<file path="config.mk">
export PLATFORM = sky130hd
export DESIGN_NAME = uart_rx_parity
export DESIGN_NICKNAME = d
export VERILOG_FILES = /design/src/rtl/uart_rx_pkg.sv /design/src/rtl/urx_bit_engine.sv /design/src/rtl/urx_char_eval.sv /design/src/rtl/urx_pe_flag.sv /design/src/rtl/uart_rx_parity.sv
export SDC_FILE = /design/constraint.sdc
export NUM_CORES = 1
export LEC_CHECK = 0
export BUFFER_PORTS_ARGS = -buffer_cell sky130_fd_sc_hd__clkbuf_2
export CAP_MARGIN = 20
export CELL_PAD_IN_SITES_DETAIL_PLACEMENT = 1
export CELL_PAD_IN_SITES_GLOBAL_PLACEMENT = 1
export CORE_UTILIZATION = 25
export DETAILED_ROUTE_END_ITERATION = 7
export GPL_TIMING_DRIVEN = 0
export PLACE_DENSITY = 0.54
export SLEW_MARGIN = 20
export SYNTH_ARGS = -nofsm -noshare
export SYNTH_HDL_FRONTEND = slang
export SYNTH_HIERARCHICAL = 1
export SYNTH_SLANG_ARGS = --single-unit
</file>
<file path="constraint.sdc">
create_clock -name clk -period 1.8 [get_ports clk]
set_input_delay 0.18 -clock clk [delete_from_list [all_inputs] [get_ports clk]]
set_output_delay 0.18 -clock clk [all_outputs]
set_load 0.05 [all_outputs]
</file>
<file path="src/rtl/uart_rx_pkg.sv">
package uart_rx_pkg;

    localparam int unsigned OSR_DEFAULT      = 16;
    localparam int unsigned FRAME_BITS_DFLT  = 9;

    typedef enum logic [1:0] {
        RX_IDLE  = 2'd0,
        RX_START = 2'd1,
        RX_DATA  = 2'd2,
        RX_STOP  = 2'd3
    } rx_state_e;

    // Result of evaluating one completed character
    typedef struct packed {
        logic par_err;
        logic is_addr;
    } char_eval_t;

    // Next value of a wrapping oversample counter
    function automatic logic [7:0] wrap_inc(input logic [7:0] v, input logic [7:0] last);
        return (v == last) ? 8'd0 : v + 8'd1;
    endfunction

endpackage

</file>
<file path="src/rtl/urx_bit_engine.sv">
module urx_bit_engine
    import uart_rx_pkg::*;
#(
    parameter int unsigned OSR   = OSR_DEFAULT,
    parameter int unsigned MAXB  = FRAME_BITS_DFLT
) (
    input  logic            clk,
    input  logic            rst,
    input  logic            tick_i,
    input  logic            rx_i,
    input  logic            len9_i,
    output logic            done_o,
    output logic [MAXB-1:0] bits_o
);
    localparam int unsigned CW = $clog2(OSR);
    localparam int unsigned IW = $clog2(MAXB);
    localparam logic [7:0]  MID_PT  = 8'(OSR / 2 - 1);
    localparam logic [7:0]  LAST_PT = 8'(OSR - 1);

    rx_state_e       state_q;
    logic [CW-1:0]   cnt_q;
    logic [IW-1:0]   idx_q;
    logic [MAXB-1:0] shift_q;
    logic [IW-1:0]   last_idx;
    logic            at_mid;
    logic            at_end;
    logic [CW-1:0]   cnt_nxt;

    assign last_idx = len9_i ? IW'(MAXB - 1) : IW'(MAXB - 2);
    assign at_mid   = (8'(cnt_q) == MID_PT);
    assign at_end   = (8'(cnt_q) == LAST_PT);
    assign cnt_nxt  = CW'(wrap_inc(8'(cnt_q), LAST_PT));
    assign bits_o   = shift_q;

    always_ff @(posedge clk) begin
        if (rst) begin
            state_q <= RX_IDLE;
            cnt_q   <= '0;
            idx_q   <= '0;
            shift_q <= '0;
            done_o  <= 1'b0;
        end else begin
            done_o <= 1'b0;
            if (tick_i) begin
                unique case (state_q)
                    RX_IDLE: begin
                        if (!rx_i) begin
                            state_q <= RX_START;
                            cnt_q   <= CW'(1);
                        end
                    end
                    RX_START: begin
                        if (at_mid && rx_i) begin
                            state_q <= RX_IDLE;
                        end else begin
                            cnt_q <= cnt_nxt;
                            if (at_end) begin
                                state_q <= RX_DATA;
                                idx_q   <= '0;
                                shift_q <= '0;
                            end
                        end
                    end
                    RX_DATA: begin
                        if (at_mid) shift_q[idx_q] <= rx_i;
                        cnt_q <= cnt_nxt;
                        if (at_end) begin
                            if (idx_q == last_idx) state_q <= RX_STOP;
                            else                   idx_q   <= idx_q + IW'(1);
                        end
                    end
                    RX_STOP: begin
                        if (at_mid) begin
                            state_q <= RX_IDLE;
                            done_o  <= 1'b1;
                        end else begin
                            cnt_q <= cnt_nxt;
                        end
                    end
                    default: state_q <= RX_IDLE;
                endcase
            end
        end
    end

endmodule

</file>
<file path="src/rtl/urx_char_eval.sv">
module urx_char_eval
    import uart_rx_pkg::*;
#(
    parameter int unsigned MAXB = FRAME_BITS_DFLT
) (
    input  logic [MAXB-1:0] bits_i,
    input  logic            len9_i,
    input  logic            par_en_i,
    input  logic            par_odd_i,
    input  logic            addr_wake_i,
    output logic [MAXB-1:0] data_o,
    output char_eval_t      eval_o
);
    localparam int unsigned IW = $clog2(MAXB);

    logic [MAXB-1:0] in_len;
    logic [MAXB-1:0] is_par;
    logic [IW-1:0]   top_pos;
    logic [IW-1:0]   addr_pos;

    for (genvar i = 0; i < MAXB; i++) begin : g_bit
        assign in_len[i] = (i < MAXB - 1) ? 1'b1 : len9_i;
        assign is_par[i] = par_en_i &&
                           ((len9_i && (i == MAXB - 1)) || (!len9_i && (i == MAXB - 2)));
        assign data_o[i] = bits_i[i] & in_len[i] & ~is_par[i];
    end

    assign top_pos  = len9_i ? IW'(MAXB - 1) : IW'(MAXB - 2);
    assign addr_pos = par_en_i ? top_pos - IW'(1) : top_pos;

    always_comb begin
        eval_o.par_err = (^(bits_i & in_len)) ^ par_odd_i;
        eval_o.is_addr = addr_wake_i & bits_i[addr_pos];
    end

endmodule

</file>
<file path="src/rtl/urx_pe_flag.sv">
module urx_pe_flag (
    input  logic clk,
    input  logic rst,
    input  logic set_i,
    input  logic stat_rd_i,
    input  logic data_acc_i,
    output logic pe_o
);
    logic armed_q;

    always_ff @(posedge clk) begin
        if (rst) begin
            pe_o    <= 1'b0;
            armed_q <= 1'b0;
        end else if (set_i) begin
            pe_o    <= 1'b1;
            armed_q <= 1'b0;
        end else begin
            if (data_acc_i && armed_q) pe_o <= 1'b0;
            if (stat_rd_i)             armed_q <= 1'b1;
            else if (data_acc_i)       armed_q <= 1'b0;
        end
    end

endmodule

</file>
<file path="src/rtl/uart_rx_parity.sv">
module uart_rx_parity
    import uart_rx_pkg::*;
#(
    parameter int unsigned OSR            = OSR_DEFAULT,
    parameter int unsigned FRAME_MAX_BITS = FRAME_BITS_DFLT
) (
    input  logic                      clk,
    input  logic                      rst,
    input  logic                      rx_i,
    input  logic                      tick16_i,
    input  logic                      len9_i,
    input  logic                      par_en_i,
    input  logic                      par_odd_i,
    input  logic                      addr_wake_i,
    input  logic                      mute_req_i,
    input  logic                      stat_rd_i,
    input  logic                      data_acc_i,
    input  logic                      pe_ie_i,
    output logic [FRAME_MAX_BITS-1:0] rx_data_o,
    output logic                      rx_valid_o,
    output logic                      pe_o,
    output logic                      irq_o
);
    logic                      done;
    logic [FRAME_MAX_BITS-1:0] raw_bits;
    logic [FRAME_MAX_BITS-1:0] clean_data;
    char_eval_t                ev;
    logic                      muted_q;
    logic                      accept;
    logic                      pe_set;

    urx_bit_engine #(.OSR(OSR), .MAXB(FRAME_MAX_BITS)) u_engine (
        .clk    (clk),
        .rst    (rst),
        .tick_i (tick16_i),
        .rx_i   (rx_i),
        .len9_i (len9_i),
        .done_o (done),
        .bits_o (raw_bits)
    );

    urx_char_eval #(.MAXB(FRAME_MAX_BITS)) u_eval (
        .bits_i      (raw_bits),
        .len9_i      (len9_i),
        .par_en_i    (par_en_i),
        .par_odd_i   (par_odd_i),
        .addr_wake_i (addr_wake_i),
        .data_o      (clean_data),
        .eval_o      (ev)
    );

    assign accept = done && (!muted_q || ev.is_addr);
    assign pe_set = done && !muted_q && par_en_i && ev.par_err && !ev.is_addr;

    urx_pe_flag u_flag (
        .clk        (clk),
        .rst        (rst),
        .set_i      (pe_set),
        .stat_rd_i  (stat_rd_i),
        .data_acc_i (data_acc_i),
        .pe_o       (pe_o)
    );

    always_ff @(posedge clk) begin
        if (rst) begin
            rx_valid_o <= 1'b0;
            rx_data_o  <= '0;
            muted_q    <= 1'b0;
        end else begin
            rx_valid_o <= accept;
            if (accept) rx_data_o <= clean_data;
            if (mute_req_i && addr_wake_i)      muted_q <= 1'b1;
            else if (done && ev.is_addr)        muted_q <= 1'b0;
        end
    end

    assign irq_o = pe_o & pe_ie_i;

endmodule

</file>
Word level (Yosys, flattened, before mapping)
Cells that the tools add are included.
Word-level totals
  flip-flop bits (word level): 33
  bits in latches: 0
  memory bits (writable): 0
  bits in read-only memories: 0
  input bits: 12
  output and inout port bits: 12
  logic and storage cells: 106
  memories kept: 0
Operators by class
  add/sub/neg operators: 3
  multiply operators: 0
  divide/modulo/power cells: 0
  order comparisons: 3
  equal/unequal tests: 16
  shift-type cells: 0
  mux-type cells: 35
  bitwise logic cells: 11
  reduce and logical (&&, ||, !) cells: 28
Operator list (number)
  2-to-1 mux 4 bit: 10
  2-to-1 mux 9 bit: 3
  one-hot mux 9 bit (2 select lines): 1
  one-hot mux 4 bit (4 select lines): 1
  logical AND 1 bit: 12
  2-to-1 mux 2 bit: 6
  AND reduction 6 bit: 2
  < comparator 4 x 5 -> 1 bit, second input constant: 2
  inequality test 2 x 1 -> 1 bit, second input constant: 5
  bitwise AND 9 bit: 1
  bitwise mux 9 bit: 1
  2-to-1 mux 1 bit: 9
  XOR reduction 9 bit: 1
  adder 4 x 1 -> 4 bit, second input constant: 2
  inequality test 2 bit, second input constant: 4
  one-hot mux 2 bit (4 select lines): 1
  one-hot mux 4 bit (2 select lines): 1
  nonzero test 2 bit: 4
  bitwise AND 1 bit: 5
  AND reduction 5 bit: 1
  binary-select mux 1 bit (select 4 bit): 1
  demux 1 bit (select 4 bit): 1
  == test 2 bit, second input constant: 2
  == test 4 x 3 -> 1 bit, second input constant: 1
  other kinds (14): 19

Longest topological paths before layout
  word-level depth: 9
  gate-level depth with buffers: 10
  gate-level depth less buffers: 10

Hierarchy
Netlist, hierarchy kept.
By module, submodules not included
  urx_bit_engine: times used 1, cells an instance 150, area an instance 1242.4 um^2, seq. area each 400.4 um^2
  uart_rx_parity: times used 1, cells an instance 50, area an instance 495.5 um^2, seq. area each 220.2 um^2
  urx_char_eval: times used 1, cells an instance 30, area an instance 260.2 um^2, seq. area each 0.0 um^2
  urx_pe_flag: times used 1, cells an instance 8, area an instance 80.1 um^2, seq. area each 40.0 um^2

Worst setup path before layout
Ideal clock, no wire load.
  path type: register -> register
  from: reg u_engine.cnt_q[0]
  to: reg u_engine.shift_q[8] (netlist: u_engine/bits_o[8])
  library setup time: 70 ps
  arrival time: 1684 ps
  required time: 1730 ps
  slack: 45 ps
  stages on the path, launching flop included: 8
  buffers on the path: 2
  period minus slack after synthesis: 1755 ps
  path through: dfxtp_1 > ha_1 > clkbuf_1 > nand3_1 > a21o_1 > buf_6 > or3_1 > a21oi_1
Between the ends
  cells in the longest elaborated chain, start to end: 4
  elaborated cells between the ends (all ways): 7
  those cells by class: eq/ne: 5; reduce/logical: 2
Ends and longest elaborated chain
  from (decl): RTL line urx_bit_engine.sv:21  | logic [CW-1:0] cnt_q;
  from (signal assigned): RTL line urx_bit_engine.sv:56  | cnt_q <= cnt_nxt;
  from (signal assigned): RTL line urx_bit_engine.sv:66  | cnt_q <= cnt_nxt;
  from (signal assigned): RTL line urx_bit_engine.sv:77  | cnt_q <= cnt_nxt;
  == test 4 x 3 -> 1 bit: RTL line urx_bit_engine.sv:30  | assign at_mid = (8'(cnt_q) == MID_PT);
  logical AND 1 bit: RTL line urx_bit_engine.sv:53  | if (at_mid && rx_i) begin
  inequality test 2 bit (no source line)
  AND reduction 5 bit (no source line) (*)
  to (signal, indexed assignment): RTL line urx_bit_engine.sv:65  | if (at_mid) shift_q[idx_q] <= rx_i;
  to (decl): RTL line urx_bit_engine.sv:23  | logic [MAXB-1:0] shift_q;
Every way passes the cells marked *; elsewhere a longest branch is shown, timed or not.
A chain may end at the register's enable or synchronous reset.

Final worst setup path
  from: reg u_engine.idx_q[1]
  to: reg u_engine.state_q[0]
Between the ends
  cells in the longest elaborated chain, start to end: 3
Ends and longest elaborated chain
  from (decl): RTL line urx_bit_engine.sv:22  | logic [IW-1:0] idx_q;
  from (signal assigned): RTL line urx_bit_engine.sv:69  | else idx_q <= idx_q + IW'(1);
  == test 4 bit: RTL line urx_bit_engine.sv:68  | if (idx_q == last_idx) state_q <= RX_STOP;
  inequality test 2 x 1 -> 1 bit (no source line)
  AND reduction 6 bit (no source line)
  to (signal assigned): RTL line urx_bit_engine.sv:68
  to (signal assigned): RTL line urx_bit_engine.sv:74  | state_q <= RX_IDLE;
  to (signal assigned): RTL line urx_bit_engine.sv:80  | default: state_q <= RX_IDLE;
  to (decl): RTL line urx_bit_engine.sv:20  | rx_state_e state_q;
Every way passes these cells.

==> results.sh <==
export IMPL_status="completed"
export IMPL_reg2reg_slack_ns=0.08
export IMPL_cp_slowest_cell="or4bb_1"
export IMPL_routed_wl_um=5290
export IMPL_max_slew_margin=0.609
export IMPL_cp_max_fo=8
export IMPL_crit_required_ns=2.00
export IMPL_holdCritStartpoint="stat_rd_i"
export IMPL_synth_seq_cells=33
export IMPL_period_needed_ns=1.72
export IMPL_cp_end_kind="flop"
export IMPL_ys_seq_area_frac=0.318
export IMPL_rows=32
export IMPL_grt_max_degree=12
export IMPL_r2r_worst_path_cells=4
export IMPL_final_hold_viol_count=0
export IMPL_antenna_found_initial=0
export IMPL_grt_usage=0.130
export IMPL_synth_edff_count=0
export IMPL_cp_startpoint="u_engine/idx_q[1]"
export IMPL_p_sw_mw=0.369
export IMPL_cts_sinks=33
export IMPL_synthAdderAreaFrac=0.0542
export IMPL_async_reset_ff_frac=0
export IMPL_fin_crit_sh=0.956
export IMPL_layout_commonest_cell="dfxtp_1"
export IMPL_numCtsBuffers=5
export IMPL_postCtsSetupBuffers=0
export IMPL_cts_root_buf="clkbuf_8"
export IMPL_drcViolationCount=0
export IMPL_num_vias=1764
export IMPL_synth_area_top_cells="dfxtp_1 (32%), mux2i_1 (6.3%), ha_1 (5.4%)"
export IMPL_drive_above_1_share=0.220
export IMPL_h_tree_depth=2
export IMPL_pin_count=24
export IMPL_die_y_um=93.2
export IMPL_vias_per_cell=4.82
export IMPL_final_setup_skew_ns=0.00799
export IMPL_die_x_um=93.2
export IMPL_share_comb_of_total_power=0.065
export IMPL_core_area_mm2=0.00789
export IMPL_syn_area_mm2=0.00208
export IMPL_critical_path_reg2reg_startpoint="u_engine/idx_q[1]"
export IMPL_synth_xor_area_frac=0.0446
export IMPL_cts_buffer_depth=2
export IMPL_hold_depth=2
export IMPL_path_class="flop to flop"
export IMPL_syn_area_per_cell_um2=8.73
export IMPL_rr_endpoint="u_engine/state_q[0]"
export IMPL_drt_initial_drc_count=34
export IMPL_slew_violations=0
export IMPL_swShare=0.230
export IMPL_seqPwrFrac=0.466
export IMPL_num_fill_cells=932
export IMPL_use_met3=0.0252
export IMPL_final_nets=284
export IMPL_yosysTopAreaCellShare=0.318
export IMPL_grt_pass1_wl_um=8900
export IMPL_fmax_ghz=0.581
export IMPL_maxCapViolations=0
export IMPL_ant_nets=0
export IMPL_area_growth_pct=19.0
export IMPL_final_cell_mix="dfxtp_1 (28), clkbuf_2 (23), nand2_1 (19)"
export IMPL_clock_latency_ns=0.28
export IMPL_synth_top_area_cell="dfxtp_1"
export IMPL_dieArea_mm2=0.00868
export IMPL_synth_compound_area_frac=0.203
export IMPL_hold_buffers=0
export IMPL_min_path_type="primary input to flop"
export IMPL_cpPeakStageDelay_ns=0.57
export IMPL_wl_per_cell_um=14.5
export IMPL_start_util=0.263
export IMPL_grt_use_met2=0.216
export IMPL_yosysUniqueCellTypes=58
export IMPL_cp_endpoint="u_engine/state_q[0]"
export IMPL_synth_top_family_by_area="simple AND/OR/NAND/NOR gates"
export IMPL_worst_slew_pin_slew_ns=0.586
export IMPL_ir_drop_uv=271
export IMPL_worstSetupStartpointType="flop"
export IMPL_synth_warnings=6
export IMPL_gp_congestion=0.719
export IMPL_dp_final_hpwl_um=3930
export IMPL_stdcell_area_mm2=0.00247
export IMPL_synthCells=238
export IMPL_antenna_cells=0
export IMPL_holdWs_ns=0.111
export IMPL_synth_ff_type="dfxtp_1"
export IMPL_syn_nets=259
export IMPL_clk_pin_slew_ns=0.08
export IMPL_worstPathArrival_ns=1.93
export IMPL_p_int_mw=1.23
export IMPL_setup_viol=0
export IMPL_tritoncts="yes"
export IMPL_power_leakage_nw=0.884
export IMPL_synthMuxAreaShare=0.0626
export IMPL_port_buffers=23
export IMPL_grt_pass1_vias=1752
export IMPL_rsz0062_at_grt="false"
export IMPL_busiest_layer="met2"
export IMPL_grt_overflow=0
export IMPL_firstDrtPassIters=4
export IMPL_gr_usage_met1=0.172
export IMPL_synth_simple_area_share=0.237
export IMPL_power_density_mw_per_mm2=648
export IMPL_clockPowerShare=0.469
export IMPL_post_dp_cell_area_mm2=0.00232
export IMPL_crit_chain="or4bb_1 -> o22a_1 -> a211o_1 -> a21oi_1"
-- cells in the mapped netlist (3+ instances only) --
master    number
buf_4          7
nor2b_1        5
o21ai_0        6
nand3_1        5
nand2b_1      18
a31oi_1        3
a21oi_1        8
xnor2_1        7
nand2_1       19
mux2i_1       13
clkbuf_1      13
nor2_1        13
a211oi_1       3
inv_1          9
a21o_1         8
dfxtp_1       33
ha_1           9
a32o_1         6
nand4_1        5
-- layer usage --
metal	routed length [um]	part of all wire
met5	0	0
met4	36	0.0068
met3	126	0.024
met2	2500	0.47
met1	2630	0.50
-- sequential cells by signal, summed over array words and instances (netlist names), 4 cells and up, named ones only --
signal,cells
u_engine/cnt_q,4
rx_data_o,9
u_engine/idx_q,4
u_engine/bits_o,9
-- through the flow --
step / TNS [ns] / cells / setup WS, ns / total power [mW] / util
CTS: 0 / 367 / 0.00301 / 1.63 / 0.311
finish: 0 / 366 / 0.0792 / 1.60 / 0.314
global placement: -4.16 / 363 / -0.212 / 0.863 / 0.294
detailed placement: -4.90 / 363 / -0.270 / 0.866 / 0.294
global route: 0 / 366 / 0.00184 / 1.67 / 0.314
floorplan: 0 / 238 / 0.0453 / 0.824 / -
-- repair_timing --
item / in CTS / in global routing
pin swaps: 1 / 0
setup endpoints to repair: 14 / 25
gates resized for setup: 5 / 11
-- kinds of logic after synthesis --
| kind of cell | count (synthesis) |
|---|---|
| flops | 33 |
| fa+ha+maj | 9 |
| simple gates | 86 |
| xor+xnor | 9 |
| mux | 13 |
| buf+inv | 33 |
| compound gates | 55 |
-- how the worst min path moves through the flow --
stage                endpoint  slack, ns
2_1_floorplan     u_flag/pe_o       0.26
3_3_place_gp   u_flag/armed_q       0.39
3_5_place_dp   u_flag/armed_q       0.41
4_1_cts        u_flag/armed_q       0.10
5_1_grt           u_flag/pe_o       0.12
6_report       u_flag/armed_q       0.11
-- power by group through the flow --
stage	sequential, mW	clock (mW)	combinational, mW
after CTS	0.745	0.782	0.104
after global routing	0.749	0.809	0.116
after detailed placement	0.759	0	0.107
after floorplan	0.757	0	0.0667
final	0.747	0.751	0.104
after global placement	0.758	0	0.105
-- worst max-delay path, delay by kind of cell (launching register included) --
kind	cells	cell delay, ns
flip-flops	1	0.41
AND/OR/NAND/NOR	1	0.57
AO/OA/AOI/OAI	3	0.67
-- final cells by class --
type | instances | area, um2 | share of cell area
Multi-Input combinational cell | 172 | 1300 | 0.525
Clock inverter | 1 | 30.0 | 0.0121
Clock buffer | 7 | 86.3 | 0.0349
Sequential cell | 33 | 667 | 0.270
Tap cell | 102 | 128 | 0.0516
Timing Repair Buffer | 23 | 118 | 0.0475
Inverter | 10 | 37.5 | 0.0152
Buffer | 18 | 110 | 0.0445
Power figures use the tool's default switching activity.
